<file path="src/rtl/lut_tile_pkg.sv">
package lut_tile_pkg;
  localparam int LUT_K      = 4;
  localparam int LUT_BITS   = 1 << LUT_K;
  localparam int CELL_CFG_W = LUT_BITS + 4;

  // Per-cell configuration slice, MSB first: enable-use, reset invert,
  // combinational select, carry mode, truth table.
  typedef struct packed {
    logic                en_use;
    logic                rst_inv;
    logic                comb_sel;
    logic                carry_en;
    logic [LUT_BITS-1:0] table_bits;
  } cell_cfg_t;
endpackage

</file>
<file path="src/rtl/lut_k.sv">
module lut_k #(
  parameter int K = 4
) (
  input  logic [(1<<K)-1:0] truth,
  input  logic [K-1:0]      sel,
  output logic              y
);
  assign y = truth[sel];
endmodule

</file>
<file path="src/rtl/logic_cell.sv">
module logic_cell
  import lut_tile_pkg::*;
(
  input  logic             clk,
  input  logic             tile_rst,
  input  logic             tile_en,
  input  cell_cfg_t        cfg,
  input  logic [LUT_K-1:0] ins,
  input  logic             cin,
  output logic             out,
  output logic             cout
);
  logic prop, gen, result, rst_req, load, q;

  lut_k #(.K(LUT_K)) u_lut (
    .truth (cfg.table_bits),
    .sel   (ins),
    .y     (prop)
  );

  // Generate comes straight from input 0: when propagate is low,
  // both addend bits agree, so either one is the carry.
  assign gen    = ins[0];
  assign result = cfg.carry_en ? (prop ^ cin) : prop;
  assign cout   = cfg.carry_en ? (prop ? cin : gen) : cin;

  assign rst_req = tile_rst ^ cfg.rst_inv;
  assign load    = !cfg.en_use || tile_en;

  always_ff @(posedge clk) begin
    if (rst_req)   q <= 1'b0;
    else if (load) q <= result;
  end

  assign out = cfg.comb_sel ? result : q;
endmodule

</file>
<file path="src/rtl/lut_tile.sv">
module lut_tile
  import lut_tile_pkg::*;
#(
  parameter int NUM_CELLS = 8,
  localparam int CFG_W    = NUM_CELLS * CELL_CFG_W,
  localparam int IN_W     = NUM_CELLS * LUT_K
) (
  input  logic                 clk,
  input  logic                 tile_rst,
  input  logic                 tile_en,
  input  logic [CFG_W-1:0]     cfg_bits,
  input  logic [IN_W-1:0]      lut_in,
  input  logic                 carry_in,
  output logic [NUM_CELLS-1:0] cell_out,
  output logic                 carry_out
);
  logic [NUM_CELLS:0] chain;

  assign chain[0] = carry_in;

  for (genvar i = 0; i < NUM_CELLS; i++) begin : g_cell
    cell_cfg_t ccfg;
    assign ccfg = cell_cfg_t'(cfg_bits[i*CELL_CFG_W +: CELL_CFG_W]);

    logic_cell u_cell (
      .clk      (clk),
      .tile_rst (tile_rst),
      .tile_en  (tile_en),
      .cfg      (ccfg),
      .ins      (lut_in[i*LUT_K +: LUT_K]),
      .cin      (chain[i]),
      .out      (cell_out[i]),
      .cout     (chain[i+1])
    );
  end

  assign carry_out = chain[NUM_CELLS];
endmodule

</file>
<file path="config.mk">
export PLATFORM = sky130hd
export DESIGN_NAME = lut_tile
export DESIGN_NICKNAME = d
export VERILOG_FILES = /design/src/rtl/lut_tile_pkg.sv /design/src/rtl/lut_k.sv /design/src/rtl/logic_cell.sv /design/src/rtl/lut_tile.sv
export SDC_FILE = /design/constraint.sdc
export NUM_CORES = 1
export LEC_CHECK = 0
export CAP_MARGIN = 10
export CORE_AREA = 8 8 91 93
export DETAILED_ROUTE_END_ITERATION = 12
export DIE_AREA = 0 0 99 101
export PLACE_DENSITY = 0.81
export SYNTH_ARGS = -nofsm -noshare
export SYNTH_HDL_FRONTEND = slang
export SYNTH_SLANG_ARGS = --single-unit
</file>
<file path="constraint.sdc">
create_clock -name clk -period 4 [get_ports clk]
set_input_delay 0.6 -clock clk [delete_from_list [all_inputs] [get_ports clk]]
set_output_delay 0.6 -clock clk [all_outputs]
set_load 0.005 [all_outputs]
</file>
Yosys cells after proc, flatten, opt, wreduce, memory -nomap -nowiden
Cells that the tools add are included.
Word-level totals
  input bits: 196
  bits in registers: 8
  logic and storage cells: 96
  output and inout port bits: 9
Cells by class
  bitwise gates (word level): 16
  magnitude comparators: 8
  mux-type cells: 48
  reduce and logical (&&, ||, !) cells: 16
Operators with widths (count)
  $lt A4 B5 Y1 const B: 8
  $mux W1: 40
  $bmux W1 S4: 8
  $xor A1 B1 Y1: 16
  $logic_not A1 Y1: 8
  $logic_or A1 B1 Y1: 8

Longest topological paths before layout
  word-level depth: 19
  mapped depth: 10
  gate-level depth less buffers: 8

By module
A second synthesis with hierarchy kept.
Unflattened totals
  cells, all modules: 144
  area total of the unflattened synthesis: 1801.7 µm²
Modules (own cells, without submodules)
  lut_k: area each 135.1 µm², sequential area each 0.0 µm², cells each 7, instances 8
  logic_cell: area each 90.1 µm², sequential area each 20.0 µm², cells each 11, instances 8

Worst setup path before layout
OpenSTA, ideal clock, no wires.
  kind: input-to-output
  start: input port lut_in[16]
  end: output port cell_out[7]
  data arrival time: 2.928 ns
  slack: 0.472 ns
  stages: 10
  path buffers: 2
  required time: 3.400 ns
  path through: clkbuf_1 > mux4_2 > mux4_2 > nand2b_1 > nand2b_1 > o22ai_1 > or2_4 > mux2i_1 > a31oi_1 > buf_4
On the way
  cells in the longest elaborated chain, start to end: 11
Ends and longest elaborated chain
  from (decl): line lut_tile.sv:12  | input logic [IN_W-1:0] lut_in,
  $bmux W1 S4: line lut_k.sv:8  | assign y = truth[sel];
  $mux W1 (implied by the code): line lut_k.sv:8
  $mux W1 * (2 in series): line logic_cell.sv:25  | assign cout = cfg.carry_en ? (prop ? cin : gen) : cin;
  $mux W1: line logic_cell.sv:25
  $mux W1 *: line logic_cell.sv:25
  $mux W1: line logic_cell.sv:25
  $mux W1 *: line logic_cell.sv:25
  $xor A1 B1 Y1 *: line logic_cell.sv:24  | assign result = cfg.carry_en ? (prop ^ cin) : prop;
  $mux W1 *: line logic_cell.sv:24
  $mux W1 *: line logic_cell.sv:35  | assign out = cfg.comb_sel ? result : q;
  to (decl): line lut_tile.sv:14  | output logic [NUM_CELLS-1:0] cell_out,
Mark *: on every way between the ends. The rest lies on a longest branch, timed or not. The select of a mux whose other input is x is not followed.

Final worst setup path
  start: input port cfg_bits[73]
  end: output port cell_out[6]
On the way
  cells in the longest elaborated chain, start to end: 11
Ends and longest elaborated chain
  from (decl): line lut_tile.sv:11  | input logic [CFG_W-1:0] cfg_bits,
  $bmux W1 S4 *: line lut_k.sv:8
  $mux W1 (implied by the code) *: line lut_k.sv:8
  $mux W1 * (2 in series): line logic_cell.sv:25
  $mux W1: line logic_cell.sv:25
  $mux W1 *: line logic_cell.sv:25
  $mux W1: line logic_cell.sv:25
  $mux W1 *: line logic_cell.sv:25
  $xor A1 B1 Y1 *: line logic_cell.sv:24
  $mux W1 *: line logic_cell.sv:24
  $mux W1 *: line logic_cell.sv:35
Marks and branches as above.

==> results.md <==
* Worst relative slew slack at 64.5%
* Clk pin slew, worst setup/hold paths at 0.05 ns
* Asr flop ratio synth at 0%
* Max_cap viols at 0
* First-pass GRT wire length at 14.0 mm
* Max Fclk at 257 MHz
* VDD IR-drop max at 71.1 uV
* CP startpoint kind: input port
* Worst R2R End: g_cell[7].u_cell.q$_SDFFE_PP0P_
* CTS tree: yes
* Pre-CTS WS at -0.616 ns
* Busiest grt layer: met2
* CP required at 3.40 ns
* Setup crit start: cfg_bits[73]
* Met2 global-route usage at 34.1%
* Die extent in x at 99 um
* H-tree Lvls at 1
* R2r worst-path depth at 3
* Reg-to-reg critical path startpoint: g_cell[7].u_cell.q$_SDFFE_PP0P_
* Power, Total at 0.756 mW
* Synth Warn # at 0
* Max-slew violations at 0
* Core Rows at 31
* Clock Sink Count at 8
* Total Die Area at 10000 um^2
* WL final at 9.02 mm
* Core area at 6940 um^2
* TNS Setup at 0 ns
* DP HPWL at 8.11 mm
* Area share of the largest cell type after synthesis at 34.1%
* Biggest regs: g_cell.u_cell.q: 8 flops
* Post-DRT Antenna Nets at 0
* Tot GR Track Use at 17.2%
* Gr ovfl total at 0
* CP Capture Type: primary output
* Die height at 101 um
* Starting Density at 28.6%
* Final net count at 621
* Vias in the first global route at 2980
* Clock Tree Root: clkbuf_8
* Power Dens Cells at 172 nW/um^2
* Iteration count of the initial detailed-routing pass at 6
* Worst EP arrival at 3.30 ns
* Clock buffer count from CTS at 3
* Largest Register: g_cell.u_cell.q
* Min cycle time layout at 3.90 ns
* GP Congestion at 0.759
* Layout cell share with drive strength beyond 1 at 23.6%
* Final WS setup at 0.101 ns
* Syn_nets at 394
* Count of input and output buffers at 204
* Worst Hold Depth at 2
* Post-synthesis cell type count at 42
* Cell area after synthesis at 1980 um^2
* Worst-path fanout max at 3
* Area Growth Syn to Fin at 121%
* Final setup fails at 0
* EDFF count, synth at 0
* Hold Path Class: register to register
* Largest net degree at the start of global routing at 9
* Final count of hold timing violations at 0
* Initial antenna violation count at 0
* Outcome: finished, final reports clean
* Seq/Total Area, Yosys at 8.08%
* Final Cell Area at 4390 um^2
* Max FFs per register at 8
* Post-DR vias/cell at 4.94
* Routing usage on met3 at 5.73%
* Syn Inst Count at 198
* Syn Area/Cell at 10.0 um^2
* Worst slew pin tran at 0.531 ns
* Worst hold endpoint: g_cell[1].u_cell.q$_SDFFE_PP0P_
* Max clock buf depth at 2
* Number of synthesized register bits at 8
* R2R setup slack at 3.17 ns
* DP Area at 4260 um^2
* Top post-synthesis cells by area: mux4_2, dfxtp_1, mux2i_1, mux4_1, a21oi_1
* Antenna cells at 0
* Setup CP Type: input port to primary output
* Initial drt markers at 57
* IO Count at 205
* LEAKAGE at 1.72 nW
* Vias at 2495
* Most common flop cell mapped by yosys: dfxtp_1
* Largest area contributor in the netlist: mux4_2
* Routed length per instance at 17.9 um
* Clk_lat worst skew at 0.23 ns
* Grt met1 use at 16.4%
* Residual DRC at 0
* HP Start: g_cell[1].u_cell.q$_SDFFE_PP0P_
* Post-route clock period utilization at 97.5%
* Clk_skew at 0 ns
## power by group
group	internal, mW	switching, mW
registers	0.0940	0.00646
logic	0.376	0.177
clock network	0.0657	0.0366
total	0.536	0.220
## how the worst max path moves through the flow
stage	endpoint	slack, ns	cells past startpoint
final	cell_out[6]	0.10	10
after global routing	cell_out[7]	-0.004	11
after CTS	cell_out[2]	0.004	10
after detailed placement	carry_out	-0.62	10
after global placement	carry_out	-0.55	10
after floorplan	cell_out[7]	0.47	10
## cell usage in the layout (no fill, tap or decap), types with 2 or more instances in the layout
master and instances:
a211oi_2 2, a21oi_1 15, a2bb2oi_1 2, and2_1 2
buf_2 2, buf_4 33, clkbuf_2 2, clkbuf_8 3
clkdlybuf4s50_1 192, dfxtp_1 8, dlygate4sd2_1 3, dlymetal6s2s_1 4
inv_1 3, mux2_2 5, mux2i_1 11, mux4_2 34
nand2_1 12, nand2b_1 10, nand2b_4 3, nand3_1 3
nand3b_1 2, nor2_1 17, nor2b_1 6, o21ai_0 11
xnor2_1 9, xor2_1 3, xor2_2 3
## worst max-delay path, stage by stage
cell	delay, ns
clkdlybuf4s50_1	0.42
mux4_2	0.47
mux4_2	0.48
nand2b_4	0.16
mux2_4	0.31
o2111a_1	0.15
nor3_2	0.22
xnor2_1	0.12
a21oi_1	0.13
clkdlybuf4s15_1	0.23
## synthesized netlist by cell type (all sizes together), types with 2 or more instances
cell / n
inv: 3
nand2: 12
nand3: 3
and2: 2
xor2: 6
buf: 10
nand3b: 2
mux2: 6
nor2: 17
nor2b: 6
mux2i: 12
a21oi: 16
xnor2: 9
mux4: 34
o21ai: 11
clkbuf: 6
nand2b: 13
dfxtp: 8
a211oi: 2
a2bb2oi: 3
## cell families after synthesis
logic type	Yosys count	share of synthesized area, %
compound gates	43	14.8
xor+xnor	15	6.62
buf+inv	19	5.24
flops	8	8.08
mux	52	49.0
simple gates	61	16.3
## what timing repair did
action                                  CTS  global route
resized for setup                        18            24
endpoints found under the setup margin    7             7
setup buffers                             0             4
pin swaps                                 2             5
hold buffers                              0             0
## per-layer routing
layer  routed length [um]  up-vias
met5                    0        -
met4                  133        0
met3                  749       12
met2                 4950      120
met1                 3190     1146
li1                     -     1217
## per-stage QoR
step                cells  utilization, %  hold WS, ns
CTS                   501            62.0        0.501
finish                505            63.2        0.500
detailed placement    498            61.4        0.488
global placement      498            61.4        0.472
global route          505            63.2        0.546
floorplan             198               -        0.456
## layout make-up
| cell class | instances | area [um^2] |
|---|---|---|
| well taps | 82 | 103 |
| flip-flops and latches | 8 | 160 |
| clock buffers | 3 | 41.3 |
| multi-input cells | 171 | 1790 |
| fillers | 570 | 2550 |
| repair buffers | 238 | 2290 |
| inverters | 3 | 11.3 |
No activity file was read; power rests on OpenSTA's default activity.
